`src/rtl/scan_seq_pkg.sv`:
```
package scan_seq_pkg;
  typedef enum logic [1:0] {SQ_IDLE, SQ_RUN, SQ_DONE} sq_state_e;

  // clock edges for a full run: n vectors of (k shifts + 1 capture), plus k-1 tail shifts
  function automatic int unsigned run_cycles(int unsigned n, int unsigned k);
    return n * (k + 1) + k - 1;
  endfunction
endpackage

```
`src/rtl/scan_chain.sv`:
```
module scan_chain #(
  parameter int K = 2
) (
  input  logic         clk,
  input  logic         rst,
  input  logic         shift_en,
  input  logic         cap_en,
  input  logic         ser_in,
  input  logic [K-1:0] par_in,
  output logic [K-1:0] q,
  output logic         ser_out
);
  always_ff @(posedge clk) begin
    if (rst)           q <= '0;
    else if (cap_en)   q <= par_in;
    else if (shift_en) q <= {q[K-2:0], ser_in};
  end

  assign ser_out = q[K-1];


  chain_reset_chk: assert property (@(posedge clk) rst |=> q == '0);

  chain_capture_chk: assert property (@(posedge clk) disable iff (rst)
    cap_en |=> q == $past(par_in));

  chain_shift_chk: assert property (@(posedge clk) disable iff (rst)
    (shift_en && !cap_en) |=> q == {$past(q[K-2:0]), $past(ser_in)});

  chain_hold_chk: assert property (@(posedge clk) disable iff (rst)
    (!shift_en && !cap_en) |=> $stable(q));
endmodule

```
`src/rtl/seq_ctrl.sv`:
```
module seq_ctrl
  import scan_seq_pkg::*;
#(
  parameter int N  = 4,
  parameter int K  = 2,
  parameter int PW = 2,
  parameter int VW = 3
) (
  input  logic          clk,
  input  logic          rst,
  input  logic          start,
  output logic          running,
  output logic          in_vec,
  output logic          cap_cyc,
  output logic          shin_cyc,
  output logic          shift_cyc,
  output logic          resp_cyc,
  output logic          last_cyc,
  output logic          done,
  output logic [PW-1:0] pos,
  output logic [VW-1:0] vidx
);
  localparam int TOTAL = int'(run_cycles(N, K));
  localparam int CW    = $clog2(TOTAL + 2);

  sq_state_e     state;
  logic [CW-1:0] cnt;

  always_comb begin
    running   = (state == SQ_RUN);
    in_vec    = running && (vidx < VW'(N));
    cap_cyc   = in_vec && (pos == PW'(K));
    shin_cyc  = in_vec && (pos != PW'(K));
    last_cyc  = running && !in_vec && (cnt == CW'(TOTAL));
    shift_cyc = shin_cyc || (running && !in_vec && !last_cyc);
    resp_cyc  = (shin_cyc && (vidx != '0)) || (running && !in_vec);
    done      = (state == SQ_DONE);
  end

  always_ff @(posedge clk) begin
    if (rst) begin
      state <= SQ_IDLE;
      cnt   <= '0;
      pos   <= '0;
      vidx  <= '0;
    end else begin
      case (state)
        SQ_RUN: begin
          if (last_cyc) begin
            state <= SQ_DONE;
          end else begin
            cnt <= cnt + 1'b1;
            if (in_vec) begin
              if (pos == PW'(K)) begin
                pos  <= '0;
                vidx <= vidx + 1'b1;
              end else begin
                pos <= pos + 1'b1;
              end
            end
          end
        end
        default: begin
          if (start) begin
            state <= SQ_RUN;
            cnt   <= '0;
            pos   <= '0;
            vidx  <= '0;
          end
        end
      endcase
    end
  end


  cnt_bound_chk: assert property (@(posedge clk) disable iff (rst)
    running |-> int'(cnt) <= TOTAL);

  tail_end_chk: assert property (@(posedge clk) disable iff (rst)
    last_cyc |=> (done && !running));

  cap_single_chk: assert property (@(posedge clk) disable iff (rst)
    cap_cyc |=> !cap_cyc);

  done_hold_chk: assert property (@(posedge clk) disable iff (rst)
    (done && !start) |=> done);

  start_ignored_chk: assert property (@(posedge clk) disable iff (rst)
    (running && !last_cyc) |=> (running && int'(cnt) == int'($past(cnt)) + 1));
endmodule

```
`src/rtl/po_capture.sv`:
```
module po_capture #(
  parameter int M = 2
) (
  input  logic         clk,
  input  logic         rst,
  input  logic         cap_en,
  input  logic [M-1:0] po_in,
  output logic [M-1:0] po_sample,
  output logic         po_valid
);
  always_ff @(posedge clk) begin
    if (rst) begin
      po_sample <= '0;
      po_valid  <= 1'b0;
    end else begin
      po_valid <= cap_en;
      if (cap_en) po_sample <= po_in;
    end
  end


  po_sample_chk: assert property (@(posedge clk) disable iff (rst)
    cap_en |=> (po_valid && po_sample == $past(po_in)));

  po_quiet_chk: assert property (@(posedge clk) disable iff (rst)
    !cap_en |=> !po_valid);
endmodule

```
`src/rtl/scan_test_seq.sv`:
```
module scan_test_seq
  import scan_seq_pkg::*;
#(
  parameter int N_VEC  = 4,
  parameter int K_BITS = 2,
  parameter int L_PI   = 3,
  parameter int M_PO   = 2
) (
  input  logic                       clk,
  input  logic                       rst,
  input  logic                       start,
  output logic [$clog2(N_VEC)-1:0]   vec_idx,
  input  logic [K_BITS-1:0]          vec_state,
  input  logic [L_PI-1:0]            vec_pi,
  output logic                       test_mode,
  output logic                       scan_in,
  output logic                       scan_out,
  output logic                       so_valid,
  output logic [K_BITS-1:0]          chain_q,
  input  logic [K_BITS-1:0]          chain_d,
  output logic [L_PI-1:0]            pi_drive,
  input  logic [M_PO-1:0]            po_in,
  output logic [M_PO-1:0]            po_sample,
  output logic                       po_valid,
  output logic                       done
);
  localparam int PW = $clog2(K_BITS + 1);
  localparam int VW = $clog2(N_VEC + 1);
  localparam int IW = $clog2(N_VEC);

  logic          running, in_vec, cap_cyc, shin_cyc, shift_cyc, resp_cyc, last_cyc;
  logic [PW-1:0] pos;
  logic [VW-1:0] vidx;
  logic [PW-1:0] bit_sel;
  logic [K_BITS-1:0] sel_word;

  seq_ctrl #(.N(N_VEC), .K(K_BITS), .PW(PW), .VW(VW)) u_ctrl (
    .clk(clk), .rst(rst), .start(start),
    .running(running), .in_vec(in_vec), .cap_cyc(cap_cyc), .shin_cyc(shin_cyc),
    .shift_cyc(shift_cyc), .resp_cyc(resp_cyc), .last_cyc(last_cyc),
    .done(done), .pos(pos), .vidx(vidx)
  );

  // MSB of the vector state enters first so it ends up in the last flip-flop
  always_comb begin
    bit_sel  = PW'(K_BITS - 1) - pos;
    sel_word = vec_state >> bit_sel;
    scan_in  = shin_cyc ? sel_word[0] : 1'b0;
    vec_idx  = (vidx >= VW'(N_VEC)) ? IW'(N_VEC - 1) : vidx[IW-1:0];
    test_mode = !cap_cyc;
    pi_drive  = cap_cyc ? vec_pi : '0;
    so_valid  = resp_cyc;
  end

  scan_chain #(.K(K_BITS)) u_chain (
    .clk(clk), .rst(rst), .shift_en(shift_cyc), .cap_en(cap_cyc),
    .ser_in(scan_in), .par_in(chain_d), .q(chain_q), .ser_out(scan_out)
  );

  po_capture #(.M(M_PO)) u_po (
    .clk(clk), .rst(rst), .cap_en(cap_cyc), .po_in(po_in),
    .po_sample(po_sample), .po_valid(po_valid)
  );


  shin_mode_chk: assert property (@(posedge clk) disable iff (rst)
    shin_cyc |-> (test_mode && pi_drive == '0));

  idle_mode_chk: assert property (@(posedge clk) disable iff (rst)
    !running |-> (test_mode && !so_valid));

  resp_after_cap_chk: assert property (@(posedge clk) disable iff (rst)
    cap_cyc |=> so_valid);
endmodule

```
`config.mk`:
```
export PLATFORM = sky130hd
export DESIGN_NAME = scan_test_seq
export DESIGN_NICKNAME = d
export VERILOG_FILES = /design/src/rtl/scan_seq_pkg.sv /design/src/rtl/scan_chain.sv /design/src/rtl/seq_ctrl.sv /design/src/rtl/po_capture.sv /design/src/rtl/scan_test_seq.sv
export SDC_FILE = /design/constraint.sdc
export NUM_CORES = 1
export LEC_CHECK = 0
export BUFFER_PORTS_ARGS = -buffer_cell sky130_fd_sc_hd__buf_2
export CORE_MARGIN = 4
export CORE_UTILIZATION = 51
export DETAILED_ROUTE_END_ITERATION = 8
export PLACE_DENSITY = 0.8
export REMOVE_ABC_BUFFERS = 1
export SETUP_SLACK_MARGIN = 0.05
export SLEW_MARGIN = 0
export SYNTH_ARGS = -nofsm -noshare
export SYNTH_HDL_FRONTEND = slang
export SYNTH_SLANG_ARGS = --single-unit
```
`constraint.sdc`:
```
create_clock -name clk -period 3.4 [get_ports clk]
set_clock_uncertainty 0.1 [all_clocks]
set_input_delay 0.34 -clock clk [delete_from_list [all_inputs] [get_ports clk]]
set_output_delay 0.34 -clock clk [all_outputs]
set_load 0.05 [all_outputs]
```
==> results.md, run 1 <==
- The run finished with clean final reports.
- The minimum setup slack in the final design is 1.23 ns.
- The placer congestion estimate is 0.771.
- The core region is 0.00151 mm².
- Of the available clock period, the critical path in the final layout requires 63.9%.
- In the synthesized netlist, the number of instances is 98.
- The worst-case hold path end point is u_po.po_sample[0].
- The commonest cells after synthesis are 16 x sky130_fd_sc_hd__dfxtp_1, 14 x sky130_fd_sc_hd__nor2_1, 9 x sky130_fd_sc_hd__a21oi_1, 9 x sky130_fd_sc_hd__nand2_1, 5 x sky130_fd_sc_hd__inv_1.
- The cell count of the worst hold path is 3.
- The critical path is of the reg2out type.
- The average routed wire per standard cell is 11.8 µm.
- Setup violations remaining at the end of the flow were counted as 0.
- The worst supply voltage drop on vdd is 0.208 mV.
- For this run, the top clock speed supported by timing is approximately 460 MHz.
- Across all register-to-register paths, the minimum setup slack is 1.78 ns.
- After synthesis, flip-flops and latches occupy 39.5% of the total area.
- The instance count after placement with tap cells included is 135.
- The leakage power is around 0.43 nW.
- Post-CTS repair changed the size of 0 cells.
- Walking the worst path, the cells encountered are nand2b_1 -> nor3_4 -> inv_1 -> buf_2.
- In the final timing run, aggregate negative setup slack is 0 ns.
- The count of inserted antenna diode cells is 0.
- The post-detailed-placement half-perimeter wirelength is 1270 µm.
- Relative to the synthesized area, the layout overhead comes to 17.1%.
- The first TritonRoute pass finished after 4 iterations.
- The iteration-0 DRC count of the detailed router is 25.
- The number of design rule violations left after detail routing is 0.
- The power consumption is 347 µW.
- The first global-routing pass estimated 2500 µm of wire.
- For the pin with the worst max-slew slack, the measured transition is 0.391 ns.
- The initial core utilization is ~54%.
- On the final layout, the worst hold slack is about 0.2 ns.
- The nature of the critical path endpoint is an output pin.
- Among all flip-flop cells after synthesis, the most frequent one is sky130_fd_sc_hd__dfxtp_1.
- The max-slew headroom at the worst pin is 73.9%.
- The final hold violation count is 0.
- Using the TritonRoute via totals, the vias-per-cell ratio works out to around 5.2.
- The buffering stage count on the worst path with inverters included is 2.
- The TritonCTS clock tree is done.
- The H-tree level count is 1.
- At the end of the flow, the number of nets in the layout was between 100 and 150.
- In the detailed route, the total length drawn on met2 is between 700 and 800 µm.
- Of all cell types, the one taking the most synthesized area is sky130_fd_sc_hd__dfxtp_1.
- The top metal layer carrying routed signals is met4.
- The number of global-route vias before repair was 596.
- The filler cells instantiated in the layout total 139.
- STA classifies the critical path startpoint as a flop.
- Input and output buffers added on the ports amount to 26.
- The clock transition at the register clock pins on the worst setup and hold paths after CTS is 0.09 ns.
- By area the synthesized netlist is led by sky130_fd_sc_hd__dfxtp_1 40%, sky130_fd_sc_hd__nor2_1 6.5%, sky130_fd_sc_hd__ha_1 6.2%.
- The depth of the most critical reg-to-reg path is 5.
- The average instance in the mapped netlist occupies 8.27 µm².
- The fraction of registers with async set/reset is 0%.
- Buffers inserted during clock tree synthesis total 3.
- After clock tree synthesis, the flow added hold-fix buffers numbering 0.
- The tree is rooted in a sky130_fd_sc_hd__clkbuf_4.
- At the worst endpoint, the arrival time is 1.73 ns.
- The total track usage is between 10% and 20%.
- OpenSTA, run right after detailed placement, puts the worst setup slack at 1.53 ns.
- Setup repair after global routing left no endpoint under its margin.
- Once layout is complete, the cells apart from fillers number 138.
- The die covers 0.00229 mm².
- For this run, the number of Yosys warnings is 0.
- The worst register-to-register path ends at u_ctrl.vidx[0].
- After clock tree synthesis, the setup repair step added 0 buffers.
- The synthesized netlist contains 31 unique library cells.
- In this run the most critical hold path is launched from po_in[0].
- After floorplanning, the core was divided into 14 placement rows.
- The power density over the cells is 366 mW/mm².
- The floorplan step set the die height to between 40 and 50 µm.
- The time the final worst path needs with I/O delays and setup is between 2 and 2.5 ns.
- The class of the most critical hold timing path is in2reg.
- The maximum single-stage delay on the critical path is 0.38 ns.
- The kind of cell with the highest combined delay on the critical path is simple AND/OR/NAND/NOR gates.
- For the worst-skew pair, the clock arrives at the later sink with an insertion delay of approximately 0.28 ns.
- The synthesized design contains 0 enable-type register cells.
- The initial antenna violation count came to 0.
- Once detail routing completed, the nets flagged for antenna violations numbered 0.
- The tool flagged a number of max-cap violations equal to 0.
- The total routed wire length on the met1 layer is ~750 µm.
- The cell area that synthesis handed to floorplanning was just over 800 µm².
- The required time of the critical path is 2.96 ns.
- The post-synthesis sequential element count is 16.
- In this run the biggest area consumer among cell types represents 39.5% of the synthesized area.
- The dominant cell by count in the synthesized netlist is sky130_fd_sc_hd__dfxtp_1.
- The detailed router placed 724 vias in this run.
- For this run the aggregate overflow at the end of global routing stands at 0.
- For this design, the sink count on the clock tree is 16.
- Entering global routing, the biggest net connects 17 pins.
- The startpoint of the worst register-to-register path is u_ctrl.state[1].
- The detailed route wirelength on metal3 is approximately 90 µm.
- Of all nets on the critical path, the largest fanout is 10.
- No sink is reached through more buffers than the 2 on the longest clock path.
- The largest individual stage delay along the critical path comes from the cell sky130_fd_sc_hd__nor3_4.
- The post-route netlist has ~28% of its cells at a drive strength greater than 1.
- The max-slew violation total from the final report is 0.
- The number of I/O pins is 27.
- Wires add up to 1620 µm.
- The horizontal extent of the die is 47.9 µm.
-- stage by stage --
| stage | utilization, % | cell area [µm²] |
|---|---|---|
| after floorplan | - | 777 |
| after detailed placement | 61.5 | 927 |
| after global routing | 63.0 | 950 |
| final | 63.0 | 950 |
| after CTS | 63.0 | 950 |
| after global placement | 61.5 | 927 |
-- cell usage in the layout, fill, tap and decap left out --
cell / netlist / layout
sky130_fd_sc_hd__a211oi_1: 1 / 1
sky130_fd_sc_hd__a21oi_1: 9 / 9
sky130_fd_sc_hd__a22oi_1: 1 / 1
sky130_fd_sc_hd__a311oi_1: 1 / 1
sky130_fd_sc_hd__a31oi_1: 1 / 1
sky130_fd_sc_hd__a32oi_1: 1 / 1
sky130_fd_sc_hd__a41oi_1: 1 / 1
sky130_fd_sc_hd__and2_1: 4 / 4
sky130_fd_sc_hd__and2b_1: 1 / 1
sky130_fd_sc_hd__and3b_1: 1 / 1
sky130_fd_sc_hd__buf_2: 0 / 26
sky130_fd_sc_hd__clkbuf_4: 0 / 3
sky130_fd_sc_hd__dfxtp_1: 16 / 16
sky130_fd_sc_hd__ha_1: 4 / 4
sky130_fd_sc_hd__inv_1: 5 / 5
sky130_fd_sc_hd__mux2_2: 1 / 1
sky130_fd_sc_hd__mux2i_1: 2 / 2
sky130_fd_sc_hd__nand2_1: 9 / 9
sky130_fd_sc_hd__nand2b_1: 3 / 3
sky130_fd_sc_hd__nand3_1: 4 / 4
sky130_fd_sc_hd__nand4_1: 1 / 1
sky130_fd_sc_hd__nor2_1: 14 / 14
sky130_fd_sc_hd__nor2b_1: 2 / 2
sky130_fd_sc_hd__nor3_1: 2 / 2
sky130_fd_sc_hd__nor3_4: 1 / 1
sky130_fd_sc_hd__nor4_2: 1 / 1
sky130_fd_sc_hd__o21ai_0: 3 / 3
sky130_fd_sc_hd__o22ai_1: 1 / 1
sky130_fd_sc_hd__or2_2: 2 / 2
sky130_fd_sc_hd__or3_1: 1 / 1
-- how the worst max path moves through the flow --
| stage | start | endpoint | slack [ns] | depth (start not counted) |
|---|---|---|---|---|
| finish | u_ctrl.state[1] | test_mode | 1.23 | 4 |
| floorplan | u_ctrl.state[1] | u_chain.q[0] | 1.31 | 4 |
| detailed placement | u_ctrl.state[1] | test_mode | 1.53 | 4 |
| global placement | u_ctrl.state[1] | pi_drive[1] | 1.57 | 4 |
| global route | u_ctrl.state[1] | test_mode | 1.07 | 4 |
| CTS | u_ctrl.state[1] | test_mode | 1.21 | 4 |
-- where the power goes --
| group | leakage [nW] | internal [mW] | switching [mW] |
|---|---|---|---|
| sequential | 0.130 | 0.193 | 0.00587 |
| clock | 0.0138 | 0.0411 | 0.0543 |
| combinational | 0.282 | 0.0181 | 0.0349 |
| total | 0.426 | 0.252 | 0.0951 |
-- worst min-delay path: stages --
cell,delay [ns]
sky130_fd_sc_hd__buf_2,0.09
sky130_fd_sc_hd__nand2_1,0.05
sky130_fd_sc_hd__a21oi_1,0.05
-- area by class of cell --
class | count | area [µm²] | share of cell area (%)
Clock buffer | 3 | 22.5 | 2.37
Inverter | 5 | 18.8 | 1.98
Multi-Input combinational cell | 72 | 438 | 46.1
Sequential cell | 16 | 320 | 33.7
Tap cell | 16 | 20.0 | 2.11
Timing Repair Buffer | 26 | 130 | 13.7
-- layer usage --
layer,track usage [%],vias to the layer above
li1,-,383
met1,21.9,320
met2,21.9,17
met4,8.06,0
met5,0,-
met3,4.51,4
-- sequential cells by signal, indices dropped and copies added (netlist names) --
register / flops
u_ctrl.pos: 2
u_ctrl.state: 2
u_po.po_valid: 1
u_ctrl.vidx: 3
u_ctrl.cnt: 4
u_po.po_sample: 2
u_chain.q: 2
-- kinds of logic (layout without fill, tap and decap cells) --
logic type                 count (synthesis)  in the layout  synth area share, %
DFF                                       16             16                 39.5
AOI/OAI and AO/OA                         19             19                 14.0
buffers and inverters                     10             34                 6.48
adders and majority gates                  4              4                 6.17
and+or+nand+nor                           46             46                 29.9
muxes                                      3              3                 3.86
Power figures use the tool's default switching activity.
==> run 2: changes to the inputs <==
--- a/config.mk
+++ b/config.mk
@@ -7,9 +7,9 @@
 export LEC_CHECK = 0
 export BUFFER_PORTS_ARGS = -buffer_cell sky130_fd_sc_hd__buf_2
 export CORE_MARGIN = 4
-export CORE_UTILIZATION = 51
+export CORE_UTILIZATION = 48
 export DETAILED_ROUTE_END_ITERATION = 8
-export PLACE_DENSITY = 0.8
+export PLACE_DENSITY = 0.76
 export REMOVE_ABC_BUFFERS = 1
 export SETUP_SLACK_MARGIN = 0.05
 export SLEW_MARGIN = 0
==> constraint.sdc (replaced) <==
create_clock -name clk -period 2.1 [get_ports clk]
set_clock_uncertainty 0.1 [all_clocks]
set_input_delay 0.21 -clock clk [delete_from_list [all_inputs] [get_ports clk]]
set_output_delay 0.21 -clock clk [all_outputs]
set_load 0.05 [all_outputs]
==> run 2 against run 1 <==
Against the previous run: non-clock buffer count rose by 2; sequential cell count did not move; sequential power rose by 62%; count of clock-buffer cells in the layout rose by 1; routed wire length rose by 10%; first-iteration DRC count fell by 68%; hold slack got worse by 0.15 ns; setup slack got worse by 0.99 ns; combinational power rose by 65%; via count rose by 6.1%.
==> results.md, run 2 (same netlist as run 1, synthesis figures left out) <==
- The HPWL after detailed placement is 1320 µm.
- The cell count of the worst hold path is 3.
- The H-tree level count is 1.
- The maximum root-to-sink buffer count is 2.
- On the critical path, the stage with the largest delay is an instance of sky130_fd_sc_hd__dfxtp_1.
- The initial core utilization is a little over half.
- In the layout the commonest cells are 26 x sky130_fd_sc_hd__buf_2, 16 x sky130_fd_sc_hd__dfxtp_1, 14 x sky130_fd_sc_hd__nor2_1, 9 x sky130_fd_sc_hd__a21oi_1, 9 x sky130_fd_sc_hd__nand2_1.
- STA classifies the critical path endpoint as an output pin.
- Summing over every cut layer, the via total after detailed routing is 768.
- From left edge to right edge, the die measures 49.1 µm.
- The required time of the critical path is between 1.5 and 2 ns.
- In this run the count of I/O pins placed on the die edge is 27.
- In the final layout, the share of cells above drive strength 1 is between 30% and 40%.
- TritonCTS built the clock tree.
- The clock period could shrink to ~1.9 ns.
- The core region is ~0.0016 mm².
- Together, buffers and inverters on the worst path number 1.
- After detailed routing, the total wire length is 1790 µm.
- The maximum single-stage delay on the critical path is approximately 0.33 ns.
- The worst supply voltage drop on vdd is 0.421 mV.
- The worst reg-to-reg setup slack is 0.56 ns.
- The first routing iteration left 8 violations.
- The analysis attributes to cell leakage a power of 0.444 nW.
- The total clock sinks is 16.
- The worst hold path belongs to the class in2reg.
- The library cell used most frequently in the layout, excluding fill and tap cells, is sky130_fd_sc_hd__buf_2.
- The largest registers in the layout are u_ctrl.cnt (4), u_ctrl.vidx (3).
- For this design the ratio of total power to cell area is between 600 and 700 mW/mm².
- Static timing analysis puts the maximum clock frequency at roughly 540 MHz.
- The average routed wire per standard cell is 12.7 µm.
- The CTS buffer count is 3.
- Row generation in the floorplan step produced 14 rows.
- The number of vias per cell is 5.45.
- The max-slew violation total from the final report is 0.
- The critical path in this run is classified as reg2out.
- The kind of cell with the highest combined delay on the critical path is simple AND/OR/NAND/NOR gates.
- The startpoint kind of the worst setup timing path is a flop.
- Buffers placed on the I/O ports in this run total 26.
- Clock-pin slew was measured on the worst setup and hold paths at 0.10 ns.
- Before antenna repair, the detailed router went through 4 iterations.
- The later pin in the worst-skew pair is clocked with a latency of about 0.30 ns.
- After routing, the total negative slack on setup checks comes to 0 ns.
- Routability-driven placement finished with a final weighted congestion of around 0.74.
- The final hold violation count came to 0.
- The worst register-to-register path ends at u_ctrl.cnt[2].
- The first global-routing pass estimated between 2000 and 3000 µm of wire.
- The total track usage is between 15 and 20%.
- The share of the clock period used by the worst path is 88.6%.
- Global routing finished with a remaining overflow of 0.
- The initial antenna violation count came to 0.
- The count of nets left with antenna violations once routing finished came out at 0.
- The path with the worst hold slack has its endpoint at u_po.po_sample[1].
- The startpoint of the worst register-to-register path is u_ctrl.cnt[1].
- The number of hold buffers added after cts is 0.
- The area overhead of the layout relative to synthesis is 21.0%.
- The run finished with clean final reports.
- For the pin with the worst max-slew slack, the measured transition is ~0.38 ns.
- The die covers 0.00241 mm².
- The number of global-route vias before repair is between 600 and 700.
- In this run the worst path has a maximum fanout of 9.
- The tree is rooted in a sky130_fd_sc_hd__clkbuf_4.
- The die extent in y is between 40 and 50 µm.
- In this run the most critical hold path is launched from po_in[1].
- The max-slew headroom at the worst pin is around 75%.
- The instance count after placement with tap cells included is 135.
- Data on the critical path arrives at its endpoint at 1.55 ns.
- The register with the most flip-flops in the layout has 4 of them.
- The net count reported at finish is 142.
- Setup repair after global routing left no endpoint under its margin.
- Traced cell by cell, the critical path runs through nand2b_2 -> nor3_4 -> and2_1 -> buf_2.
- The share of the core filled with cells is 62.9%.
- The depth of the most critical reg-to-reg path is 6.
- Entering global routing, the biggest net connects 17 pins.
- The final cell count without fillers is 141.
- Counting flops per register, the top entry is u_ctrl.cnt.
- For this run, design rule violations remaining after detail routing come to 0.
- Setup violations remaining at the end of the flow were counted as 0.
- The total of max-cap violations is 0.
- The count of inserted antenna diode cells is 0.
run 2: metrics by stage:
stage / hold WS (ns) / area, µm² / setup WS (ns) / total power [mW]
6_report: 0.0491 / 981 / 0.239 / 0.623
3_5_place_dp: 0.351 / 927 / 0.327 / 0.416
2_1_floorplan: 0.179 / 777 / 0.0146 / 0.386
4_1_cts: 0.0305 / 978 / 0.143 / 0.626
3_3_place_gp: 0.343 / 927 / 0.400 / 0.414
5_1_grt: 0.0376 / 981 / 0.119 / 0.652
run 2: area by class of cell:
| cell class | instances | area (µm²) |
|---|---|---|
| fill | 130 | 578 |
| multi-input combinational | 72 | 440 |
| sequential | 16 | 320 |
| timing repair buffer | 28 | 145 |
| clock buffer | 4 | 36.3 |
| tap | 16 | 20.0 |
| inverter | 5 | 18.8 |
run 2: worst max-delay path by stage:
stage / cells past startpoint / start / endpoint
CTS: 4 / u_ctrl.state[1] / pi_drive[1]
finish: 4 / u_ctrl.state[1] / pi_drive[1]
floorplan: 4 / u_ctrl.state[1] / u_chain.q[0]
detailed placement: 4 / u_ctrl.state[1] / test_mode
global route: 4 / u_ctrl.pos[0] / pi_drive[0]
global placement: 4 / u_ctrl.state[1] / pi_drive[2]
run 2: what timing repair did:
item | in CTS | in global routing
setup buffers | 2 | 0
setup endpoints to repair | 4 | 2
pin swaps | 1 | 0
resized for setup | 0 | 1
run 2: metal layers:
layer | wire length, µm | vias to the layer above | track usage (%)
met5 | 0 | - | 0
met3 | 104 | 5 | 4.59
met4 | 51 | 0 | 11.4
met1 | 775 | 347 | 18.1
li1 | - | 390 | -
met2 | 856 | 26 | 27.0
run 2: tightest hold or removal path, delay by kind of cell:
| family | cells | cell delay (ns) |
|---|---|---|
| buf+inv | 1 | 0.10 |
| simple gates | 1 | 0.05 |
| compound gates | 1 | 0.05 |
run 2: power breakdown:
part,switching (mW),internal [mW]
sequential,0.00970,0.313
combinational,0.0574,0.0300
clock,0.107,0.106
total,0.174,0.448
==> run 3: changes to the inputs <==
--- a/config.mk
+++ b/config.mk
@@ -7,9 +7,10 @@
 export LEC_CHECK = 0
 export BUFFER_PORTS_ARGS = -buffer_cell sky130_fd_sc_hd__buf_2
 export CORE_MARGIN = 4
-export CORE_UTILIZATION = 48
+export CORE_UTILIZATION = 43
 export DETAILED_ROUTE_END_ITERATION = 8
-export PLACE_DENSITY = 0.76
+export HOLD_SLACK_MARGIN = 0.1
+export PLACE_DENSITY = 0.71
 export REMOVE_ABC_BUFFERS = 1
 export SETUP_SLACK_MARGIN = 0.05
 export SLEW_MARGIN = 0
==> constraint.sdc (replaced) <==
create_clock -name clk -period 1.7 [get_ports clk]
set_clock_uncertainty 0.1 [all_clocks]
set_input_delay 0.17 -clock clk [delete_from_list [all_inputs] [get_ports clk]]
set_output_delay 0.17 -clock clk [all_outputs]
set_load 0.05 [all_outputs]
==> run 3 against run 2 <==
Against the previous run: count of clock-buffer cells in the layout is the same; register-to-register slack lost 0.37 ns; non-clock buffer count grew 12; the flow now finishes with violations (negative setup slack); total power grew 30%; via count grew 6.9%; global-route usage grew 2.0 points; final cell count grew 15%.
==> results.md, run 3 (same netlist as run 1, synthesis figures left out) <==
- The routed layout has 821 vias.
- The count of input and output buffers is 26.
- Summed over all layers, the global routing overflow is 0.
- The worst setup slack after placement is 0.105 ns.
- For this block, the routed nets add up to 2200 µm of wire.
- Counting along the longest clock path gives a buffer depth of 2.
- The horizontal extent of the die is 51.4 µm.
- The area growth from synthesis to layout is 47.4%.
- Setup slack on the worst reg-to-reg path comes out at 0.19 ns.
- The power density over the cells is 679 mW/mm².
- The number of design rule violations left after detail routing is 0.
- The largest registers in the layout are u_ctrl.cnt (4), u_ctrl.vidx (3).
- Once the floorplan was initialized, standard cells occupied approximately 46% of the core.
- The CTS buffer count is 3.
- The initial antenna violation count was 0.
- After layout, the worst setup slack is -0.0318 ns.
- The iteration-0 DRC count of the detailed router is 24.
- Data on the critical path is required at its endpoint by 1.43 ns.
- Counting tap cells, the placed design contains a total of 146 instances.
- The nature of the critical path endpoint is an output pin.
- The die extent in y is 51.4 µm.
- Entering global routing, the biggest net connects 17 pins.
- The average routed wire per standard cell is 13.6 µm.
- The top achievable clock speed is a little under 600 MHz.
- The tree built by TritonCTS fans out to 16 sinks.
- Of the cells placed in the final design, the portion with a size suffix greater than 1 is ~44%.
- The multi-input logic area is between 400 and 500 µm².
- The area of all sequential standard cells is 332 µm².
- The total routed wire length on the met1 layer is 898 µm.
- The worst setup path is of the reg2out kind.
- The flow ran to the end, but the final reports show violations.
- The TritonCTS clock tree is done.
- The H-tree level count is 1.
- Setup violations remaining at the end of the flow were counted as 3.
- The root buffer cell chosen for the clock tree is sky130_fd_sc_hd__clkbuf_4.
- The flip-flop count of the largest register after layout is 4.
- The worst supply voltage drop on vdd is 0.556 mV.
- Once detail routing completed, the nets flagged for antenna violations numbered 0.
- The checks that failed: negative setup slack.
- The post-detailed-placement half-perimeter wirelength is 1340 µm.
- The max-slew headroom at the worst pin is 80.1%.
- The routed design uses 1170 µm of met2 wire.
- The max-slew violation total from the final report came to 0.
- In the final design database the tool counted around 150 nets.
- In the layout the commonest cells are 20 x sky130_fd_sc_hd__buf_2, 14 x sky130_fd_sc_hd__nor2_1.
- Data on the critical path arrives at its endpoint at between 1 and 1.5 ns.
- After clock tree synthesis, the clock-pin slew on the worst setup and hold paths is 0.10 ns.
- The path class of the tightest hold or removal check is in2reg.
- Global routing consumed, over all layers together, 18.4% of the routing resources.
- The placer congestion estimate is 0.723.
- The smallest clock period supported by the final layout is computed as 1.73 ns.
- The number of I/O pins is 27.
- The top metal layer carrying routed signals is met4.
- The routed design uses 94 µm of met3 wire.
- The final hold violation count came to 0.
- The number of global-route vias before repair was 797.
- For the pin with the worst max-slew slack, the measured transition is ~0.3 ns.
- In the finished design, the share of the clock period the worst path needs comes to 102%.
- The clock latency on the worst-skew pair is 0.31 ns.
- In the routed layout, each cell is associated on average with a via count of 5.07.
- The most flop-heavy register is u_ctrl.cnt.
- The library cell used most frequently in the layout, excluding fill and tap cells, is sky130_fd_sc_hd__buf_2.
- The floorplan step defined a die boundary enclosing 0.00264 mm².
- Setup repair after global routing could not meet its margin everywhere.
- The first TritonRoute pass finished after 4 iterations.
- Of all nets on the critical path, the largest fanout is 6.
- The global-route wire length before repair is 3630 µm.
- STA classifies the critical path startpoint as a flop.
- The count of standard-cell rows is 15.
- The layout has 148 filler cells.
- The leakage power is ~0.52 nW.
- The repair_antennas step left the layout with diodes totalling 0.
- The placeable core region is 0.00176 mm².
- The finished layout holds 162 standard cells, fillers aside.
- The total of max-cap violations is 0.
## run 3: changes by cell type in the layout (fill, tap and decap cells not counted), sizes merged
cell / previous run / this run
dlygate4sd3: 0 / 4
buf: 28 / 36
## run 3: per-layer routing
layer,vias to the layer above,GRT usage (%)
met5,-,0
met4,0,8.30
met3,6,4.08
met2,19,32.6
met1,384,20.6
li1,412,-
## run 3: power by group
group | total, mW | internal, mW | switching, mW | leakage [nW]
clock network | 0.271 | 0.131 | 0.140 | 0.0210
registers | 0.399 | 0.386 | 0.0129 | 0.134
logic | 0.141 | 0.0615 | 0.0798 | 0.369
total | 0.811 | 0.579 | 0.233 | 0.524
## run 3: layout make-up
| type | instances | area share [%] |
|---|---|---|
| multi-input combinational | 72 | 39.7 |
| timing repair buffer | 40 | 25.3 |
| clock buffer | 4 | 3.04 |
| inverter | 5 | 1.57 |
| tap | 25 | 2.62 |
| sequential | 16 | 27.7 |
## run 3: final timing paths
kind | start | end | cells past startpoint
setup / recovery | u_ctrl.state[1] | pi_drive[1] | 4
hold / removal | chain_d[0] | u_chain.q[0] | 3
setup reg to reg | u_ctrl.state[1] | u_ctrl.cnt[1] | 6
hold reg to reg | u_po.po_sample[1] | u_po.po_sample[1] | 2
## run 3: worst max-delay path: stages (launching register included)
cell	delay, ns
sky130_fd_sc_hd__dfxtp_2	0.35
sky130_fd_sc_hd__nand2b_4	0.18
sky130_fd_sc_hd__nor3_4	0.28
sky130_fd_sc_hd__and2_4	0.21
sky130_fd_sc_hd__buf_8	0.14
## run 3: metrics by stage
stage	power, mW	hold slack, ns	utilization [%]	area (µm²)	setup TNS (ns)
2_1_floorplan	0.477	0.139	-	777	-0.544
3_3_place_gp	0.514	0.327	54.0	953	0
3_5_place_dp	0.515	0.329	54.0	953	0
4_1_cts	0.793	0.104	65.2	1150	0
5_1_grt	0.842	0.134	67.7	1190	-0.232
6_report	0.811	0.0925	67.7	1190	-0.0726
## run 3: timing repair
| action | in CTS | in global routing |
|---|---|---|
| pin swaps | 5 | 2 |
| hold endpoints to repair | 4 | 0 |
| setup buffers | 5 | 3 |
| endpoints found under the setup margin | 6 | 9 |
| resized for setup | 24 | 8 |
| hold buffers | 4 | 0 |
